[config.mk]
export PLATFORM = sky130hd
export DESIGN_NAME = syncdiv_top
export DESIGN_NICKNAME = d
export VERILOG_FILES = /design/src/rtl/syncdiv_pkg.sv /design/src/rtl/syncdiv_sync_edge.sv /design/src/rtl/syncdiv_ctrl.sv /design/src/rtl/syncdiv_counter.sv /design/src/rtl/syncdiv_top.sv
export SDC_FILE = /design/constraint.sdc
export NUM_CORES = 1
export LEC_CHECK = 0
export BUFFER_PORTS_ARGS = -buffer_cell sky130_fd_sc_hd__buf_2
export CAP_MARGIN = 40
export CORE_UTILIZATION = 35
export CTS_CLUSTER_SIZE = 30
export DETAILED_ROUTE_END_ITERATION = 8
export PLACE_DENSITY_LB_ADDON = 0.12
export SYNTH_ARGS = -nofsm -noshare
export SYNTH_HDL_FRONTEND = slang
export SYNTH_SLANG_ARGS = --single-unit
[constraint.sdc]
create_clock -name clk_i -period 2.8 [get_ports clk_i]
set_input_delay 0.28 -clock clk_i [delete_from_list [all_inputs] [get_ports clk_i]]
set_output_delay 0.28 -clock clk_i [all_outputs]
set_load 0.01 [all_outputs]
[src/rtl/syncdiv_pkg.sv]
package syncdiv_pkg;

  parameter int unsigned RATIO_W   = 3;
  parameter int unsigned CTRL_W    = 8;
  parameter int unsigned SYNC_STG  = 2;
  // control word field positions
  parameter int unsigned EN_BIT    = 1;
  parameter int unsigned ONESHOT_BIT = 2;
  parameter int unsigned RATIO_LSB = 4;

  typedef struct packed {
    logic               sync_en;
    logic               one_shot;
    logic [RATIO_W-1:0] ratio_m1;
  } ctrl_t;

  function automatic ctrl_t unpack_ctrl(input logic [CTRL_W-1:0] word);
    ctrl_t c;
    c.sync_en  = word[EN_BIT];
    c.one_shot = word[ONESHOT_BIT];
    c.ratio_m1 = word[RATIO_LSB +: RATIO_W];
    return c;
  endfunction

  // number of high cycles per period: floor(N/2) with N = ratio_m1 + 1
  function automatic logic [RATIO_W:0] high_len(input logic [RATIO_W-1:0] ratio_m1);
    logic [RATIO_W:0] n;
    n = {1'b0, ratio_m1} + 1'b1;
    return n >> 1;
  endfunction

  function automatic logic at_period_end(input logic [RATIO_W-1:0] cnt,
                                         input logic [RATIO_W-1:0] ratio_m1);
    return cnt == ratio_m1;
  endfunction

endpackage

[src/rtl/syncdiv_sync_edge.sv]
module syncdiv_sync_edge #(
  parameter int unsigned STAGES = syncdiv_pkg::SYNC_STG
) (
  input  logic clk_i,
  input  logic rst_ni,
  input  logic async_i,
  output logic rise_o
);

  logic [STAGES:0] chain_q;

  for (genvar g = 0; g <= STAGES; g++) begin : g_stage
    if (g == 0) begin : g_first
      always_ff @(posedge clk_i or negedge rst_ni) begin
        if (!rst_ni) chain_q[0] <= 1'b0;
        else         chain_q[0] <= async_i;
      end
    end else begin : g_rest
      always_ff @(posedge clk_i or negedge rst_ni) begin
        if (!rst_ni) chain_q[g] <= 1'b0;
        else         chain_q[g] <= chain_q[g-1];
      end
    end
  end

  assign rise_o = chain_q[STAGES-1] & ~chain_q[STAGES];

  // an edge is a single-cycle event
  single_rise_chk: assert property (@(posedge clk_i) disable iff (!rst_ni)
    rise_o |=> !rise_o);

endmodule

[src/rtl/syncdiv_ctrl.sv]
module syncdiv_ctrl
  import syncdiv_pkg::*;
(
  input  logic              clk_i,
  input  logic              rst_ni,
  input  logic              wr_en_i,
  input  logic [CTRL_W-1:0] wr_data_i,
  input  logic              sync_rise_i,
  output ctrl_t             ctrl_o,
  output logic              accept_o,
  output logic              used_o
);

  ctrl_t ctrl_q;
  logic  used_q;
  logic  oneshot_open;
  logic  unused_reserved;

  assign unused_reserved = ^{wr_data_i[CTRL_W-1], wr_data_i[3], wr_data_i[0]};

  always_ff @(posedge clk_i or negedge rst_ni) begin
    if (!rst_ni)      ctrl_q <= '0;
    else if (wr_en_i) ctrl_q <= unpack_ctrl(wr_data_i);
  end

  assign oneshot_open = ~ctrl_q.one_shot | ~used_q;
  assign accept_o     = sync_rise_i & ctrl_q.sync_en & oneshot_open;

  always_ff @(posedge clk_i or negedge rst_ni) begin
    if (!rst_ni)                          used_q <= 1'b0;
    else if (wr_en_i)                     used_q <= 1'b0;
    else if (accept_o && ctrl_q.one_shot) used_q <= 1'b1;
  end

  assign ctrl_o = ctrl_q;
  assign used_o = used_q;


  spent_blocks_chk: assert property (@(posedge clk_i) disable iff (!rst_ni)
    used_q && ctrl_q.one_shot && sync_rise_i |-> !accept_o);


  write_clears_chk: assert property (@(posedge clk_i) disable iff (!rst_ni)
    wr_en_i |=> !used_o);

endmodule

[src/rtl/syncdiv_counter.sv]
module syncdiv_counter
  import syncdiv_pkg::*;
(
  input  logic               clk_i,
  input  logic               rst_ni,
  input  logic               accept_i,
  input  logic [RATIO_W-1:0] ratio_req_i,
  output logic [RATIO_W-1:0] cnt_o,
  output logic [RATIO_W-1:0] ratio_o,
  output logic               wrap_o,
  output logic               en_o,
  output logic               div_o
);

  logic [RATIO_W-1:0] cnt_q, cnt_d;
  logic [RATIO_W-1:0] act_q, act_d;
  logic               en_q, div_q;
  logic               wrap;

  assign wrap = at_period_end(cnt_q, act_q);

  always_comb begin
    if (accept_i || wrap) begin
      cnt_d = '0;
      act_d = ratio_req_i;
    end else begin
      cnt_d = cnt_q + 1'b1;
      act_d = act_q;
    end
  end

  always_ff @(posedge clk_i or negedge rst_ni) begin
    if (!rst_ni) begin
      cnt_q <= '0;
      act_q <= '0;
      en_q  <= 1'b1;
      div_q <= 1'b0;
    end else begin
      cnt_q <= cnt_d;
      act_q <= act_d;
      en_q  <= (cnt_d == '0);
      div_q <= ({1'b0, cnt_d} < high_len(act_d));
    end
  end

  assign cnt_o   = cnt_q;
  assign ratio_o = act_q;
  assign wrap_o  = wrap;
  assign en_o    = en_q;
  assign div_o   = div_q;


  cnt_in_range_chk: assert property (@(posedge clk_i) disable iff (!rst_ni)
    cnt_q <= act_q);


  ratio_held_chk: assert property (@(posedge clk_i) disable iff (!rst_ni)
    !wrap && !accept_i |=> $stable(act_q));

endmodule

[src/rtl/syncdiv_top.sv]
module syncdiv_top
  import syncdiv_pkg::*;
(
  input  logic              clk_i,
  input  logic              rst_ni,
  input  logic              sync_i,
  input  logic              wr_en_i,
  input  logic [CTRL_W-1:0] wr_data_i,
  output logic              clk_en_o,
  output logic              div_clk_o,
  output logic              sync_used_o
);

  logic               sync_rise;
  logic               sync_accept;
  ctrl_t              ctrl;
  logic [RATIO_W-1:0] cnt;
  logic [RATIO_W-1:0] act_ratio;
  logic               wrap;

  syncdiv_sync_edge #(.STAGES(SYNC_STG)) u_edge (
    .clk_i   (clk_i),
    .rst_ni  (rst_ni),
    .async_i (sync_i),
    .rise_o  (sync_rise)
  );

  syncdiv_ctrl u_ctrl (
    .clk_i       (clk_i),
    .rst_ni      (rst_ni),
    .wr_en_i     (wr_en_i),
    .wr_data_i   (wr_data_i),
    .sync_rise_i (sync_rise),
    .ctrl_o      (ctrl),
    .accept_o    (sync_accept),
    .used_o      (sync_used_o)
  );

  syncdiv_counter u_cnt (
    .clk_i       (clk_i),
    .rst_ni      (rst_ni),
    .accept_i    (sync_accept),
    .ratio_req_i (ctrl.ratio_m1),
    .cnt_o       (cnt),
    .ratio_o     (act_ratio),
    .wrap_o      (wrap),
    .en_o        (clk_en_o),
    .div_o       (div_clk_o)
  );


  accept_restarts_chk: assert property (@(posedge clk_i) disable iff (!rst_ni)
    sync_accept |=> clk_en_o && cnt == '0);


  disabled_free_run_chk: assert property (@(posedge clk_i) disable iff (!rst_ni)
    !ctrl.sync_en && !wrap |=> cnt == RATIO_W'($past(cnt) + 1'b1));


  period_start_level_chk: assert property (@(posedge clk_i) disable iff (!rst_ni)
    clk_en_o |-> div_clk_o == (act_ratio != '0));


  used_holds_chk: assert property (@(posedge clk_i) disable iff (!rst_ni)
    sync_used_o && !wr_en_i |=> sync_used_o);

endmodule

# Word-level counts from Yosys, hierarchy flattened
# Cells that the tools add are included.
[totals] ff_bits=17 inputBits=12 word_cells=30 output_inout_bits=3
[op_classes] reduce_logical=4 n_bitwise=7 order_cmp=1 muxes=4 eq_ne=1 add_sub_neg=2
[op_table] cell="two-way mux 3 bit" count=2
[op_table] cell="adder 3 x 1 -> 4 bit (second input constant)" count=1
[op_table] cell="adder 3 x 1 -> 3 bit (second input constant)" count=1
[op_table] cell="AND 1 bit" count=3
[op_table] cell="equality test 3 bit" count=1
[op_table] cell="zero test 3 bit" count=1
[op_table] cell="less-than comparator 3 bit" count=1
[op_table] cell="inverter 1 bit" count=3
[op_table] cell="two-way mux 1 bit" count=2
[op_table] cell="nonzero test 2 bit" count=1
[op_table] cell="logical AND 1 bit" count=1
[op_table] cell="logical OR 1 bit" count=1
[op_table] cell="OR 1 bit" count=1

# Longest topological paths before layout
[depth] word_depth=8 ltp_mapped=9 depth_no_buf=9

# Modules after synthesis
# Synthesis repeated with hierarchy kept, for this count alone.
[unflattened] cells_unflattened=59 area_unflattened_um2=797.0
[modules_own_cells] mod="syncdiv_counter" seq_area_each_um2=201.4 cells_each=39 instances=1 area_each_um2=452.9
[modules_own_cells] mod="syncdiv_ctrl" seq_area_each_um2=150.1 cells_each=16 instances=1 area_each_um2=255.2
[modules_own_cells] mod="syncdiv_sync_edge" seq_area_each_um2=75.1 cells_each=4 instances=1 area_each_um2=88.8

# Worst setup path after synthesis
# OpenSTA, ideal clock, no wires.
[synth_path] kind="register to register" start="reg u_cnt.act_q[1] (netlist: u_cnt.ratio_o[1])" end="reg u_cnt.div_q (netlist: u_cnt.div_o)" n_path_buf=0 period_less_slack_ns=2.193 t_required_ns=2.718 path_stages_with_launch=9 arrival_ns=2.111 setup_ns=0.082 slack_ns=0.607 cell_sequence="dfrtp_1 -> xnor2_1 -> a32oi_4 -> mux2_2 -> ha_1 -> xnor2_1 -> ha_1 -> o21a_1 -> o22ai_1"
[synth_via] elab_chain_len=5 word_cells_on_any_way=6 classes_between="add/sub (1); order compare (1); eq/ne (1); mux (2); reduce/logical (1)"
[synth_lines] element="start, declared" line_no="syncdiv_counter.sv:16" rtl="logic [RATIO_W-1:0] act_q, act_d;"
[synth_lines] element="start signal, assigned" line_no="syncdiv_counter.sv:40" rtl="act_q <= act_d;"
[synth_lines] element="equality test 3 bit" line_no="syncdiv_pkg.sv:34" rtl="return cnt == ratio_m1;"
[synth_lines] element="logical OR 1 bit" line_no="syncdiv_counter.sv:23" rtl="if (accept_i || wrap) begin"
[synth_lines] element="two-way mux 3 bit" line_no="syncdiv_counter.sv:23"
[synth_lines] element="via u_cnt.act_d[0]" line_no="syncdiv_counter.sv:16"
[synth_lines] element="adder 3 x 1 -> 4 bit" line_no="syncdiv_pkg.sv:28" rtl="n = {1'b0, ratio_m1} + 1'b1;"
[synth_lines] element="less-than comparator 3 bit" line_no="syncdiv_counter.sv:42" rtl="div_q <= ({1'b0, cnt_d} < high_len(act_d));"
[synth_lines] element="end signal, assigned" line_no="syncdiv_counter.sv:42"
[synth_lines] element="end, declared" line_no="syncdiv_counter.sv:17" rtl="logic en_q, div_q;"
# The timed path passes the listed nets, and every way through them passes these cells.
# A chain may end at the register's enable or synchronous reset.

# Worst setup path in the final report
# Ends and elaborated chain as after synthesis.

==> run metrics <==
status=complete, no violations; worst reg2reg setup slack=0.40 ns; worst slack, placed=between 0.4 and 0.5 ns; placed insts=89; Post-Route WL=approximately 1.1 mm; power per cell area=1150 nW/um^2; Setup Fix Bufs, Post-CTS=0; gr ovfl total=0; DR iter-0 viols=4; Critical Path End Type=register; Synth async-reset ratio=1.00; Yosys top cell by area=dfrtp_1; crit-path max cell delay=0.42 ns; core area=1960 um^2; Final min period=2.40 ns; CTS clk-pin slew, worst paths=0.10 ns; final count of hold timing violations=0; Post-Layout Inst Area=858 um^2; H-Tree Depth=1; Netlist cell types=19; Synth Register Bits=17; Finished Layout Cells=94; Worst VDD drop=0.000420 V; Slew Limit Fails=0; initial antenna violation count=0; first-pass GRT wire length=1.96 mm; Synth Flop Type=dfrtp_1; CP required=3.02 ns; Syn-to-layout area delta=16.7%; Post-DP Area=821 um^2; critical path class=register to register; post-synthesis area per instance=14.1 um^2; I/O pin cnt=15; Filler Cell Count=198; final setup fails=0; die area=2290 um^2; PortBufs=11; Post-Syn Nets=68; Final Skew=0.00375 ns; fin nets=84; Die Wd=47.8 um; Synth area leaders=dfrtp_1, mux2_2, ha_1, xnor2_1, a32oi_4; synth warn=0; Hold Crit Class=input port to register; Die Span Y=47.8 um; Rel. slew slack=0.746; layout cells sized above 1=0.373; Post-route DRC=0; CP Max Fanout=9; Hold Path Cell Cnt=1; LEAKAGE=~0.38 nW; register area share after synthesis=0.580; pin count of the biggest net entering global routing=18; Setup TNS Final=0 ns; Final Cycle Share=0.856; clock sink total=17; crit-path leading delay family=compound AO/OA/AOI/OAI gates; Detail Route Antenna Nets=0; row count=16; number of synthesized flops with an enable pin=0; hold_sp=sync_i; worst slew pin tran=0.381 ns; worst skew pair latency=0.30 ns; unrepaired setup endpoints after global routing=no; total CTS buffers=3; Crit-path slowest cell=dfrtp_1; critical path startpoint category=register; Vias=424; Max-cap violations=0; antenna diode count=0; CTS tree=done; clk buf depth=2; root buf cell=clkbuf_4; Initial Util=0.375; worst reg2reg path depth=8; Total Routing Usage GR=0.135; Worst Hold End=u_edge.chain_q[0]; DRT Pass-1 Iters=2; CP Buf/Inv Count=0; mapped cell area=736 um^2; WHS=0.0797 ns; Pwr Total=0.985 mW; CP cell instances=xnor2_1, a32oi_4, mux2_2, ha_1, xnor2_1, ha_1, o21a_1, o22ai_1; Synth top area share=0.544; leading cell type in the layout, fill and taps excluded=dfrtp_1; vias per cell=4.51; Placer Congestion=0.668; number of global-route vias before repair=419; Gate Count Post-Synth=52; Final Util=0.438; crit path DAT=roughly 2.6 ns; commonest cells after routing, fill and taps aside=dfrtp_1, buf_2, mux2_2; worst r2r src=u_cnt.ratio_o[1]; Fmax=about 420 MHz; wire length per cell=roughly 12 um; r2r endpoint=u_cnt.div_o; post-route setup slack=0.404 ns
worst max path at each step:
stage                     start           to  slack [ns]  depth (start not counted)
2_1_floorplan  u_cnt.ratio_o[1]  u_cnt.div_o        0.61                          8
3_3_place_gp   u_cnt.ratio_o[1]  u_cnt.div_o        0.44                          8
3_5_place_dp   u_cnt.ratio_o[1]  u_cnt.div_o        0.42                          8
4_1_cts        u_cnt.ratio_o[1]  u_cnt.div_o        0.37                          8
5_1_grt        u_cnt.ratio_o[1]  u_cnt.div_o        0.22                          8
6_report       u_cnt.ratio_o[1]  u_cnt.div_o        0.40                          8
state kept, by name, summed over array words and instances, names as in the netlist:
name and flops:
u_cnt.cnt_o 3, u_cnt.div_o 1, u_cnt.en_o 1, u_cnt.ratio_o 3, u_ctrl.ctrl_o 5, u_ctrl.used_o 1
u_edge.chain_q 3
layout make-up:
| type | instances | area, um^2 | area share |
|---|---|---|---|
| multi-input cells | 34 | 305 | 0.356 |
| clock inverters | 1 | 5.00 | 0.00583 |
| well taps | 27 | 33.8 | 0.0394 |
| repair buffers | 12 | 65.1 | 0.0758 |
| clock buffers | 3 | 22.5 | 0.0262 |
| flip-flops and latches | 17 | 427 | 0.497 |
synth_stat cells (all sizes together) (2+ instances only):
library cell,n
mux2,8
nor2b,2
dfrtp,16
nand2,3
xnor2,5
nor2,3
ha,4
per-layer routing:
metal | vias up | routed length, um | global-route usage
met2 | 11 | 470 | 0.173
met1 | 197 | 582 | 0.185
met3 | 5 | 43 | 0.0340
li1 | 211 | - | -
met5 | - | 0 | 0
met4 | 0 | 41 | 0.117
where the power goes:
| group | internal (mW) | switching, mW | leakage [nW] | total, mW |
|---|---|---|---|---|
| Clock | 0.0533 | 0.0835 | 0.0177 | 0.137 |
| Sequential | 0.324 | 0.0487 | 0.202 | 0.373 |
| Combinational | 0.254 | 0.222 | 0.164 | 0.476 |
| Total | 0.631 | 0.354 | 0.383 | 0.985 |
cells by family (layout without fill, tap and decap cells):
kind of cell               count (synthesis)  in the layout  share of synthesized area
AOI/OAI and AO/OA                          5              5                     0.0748
xor gates and xnor gates                   5              5                     0.0595
adders and majority gates                  4              4                     0.0680
buffers and inverters                      1             16                    0.00510
DFF                                       17             17                      0.580
muxes                                      8              8                      0.128
and+or+nand+nor                           12             12                     0.0850
repair_timing:
action	in CTS	in global routing
endpoints found under the hold margin	16	0
hold buffers	1	0
gates resized for setup	0	0
No activity file was read; power rests on OpenSTA's default activity.
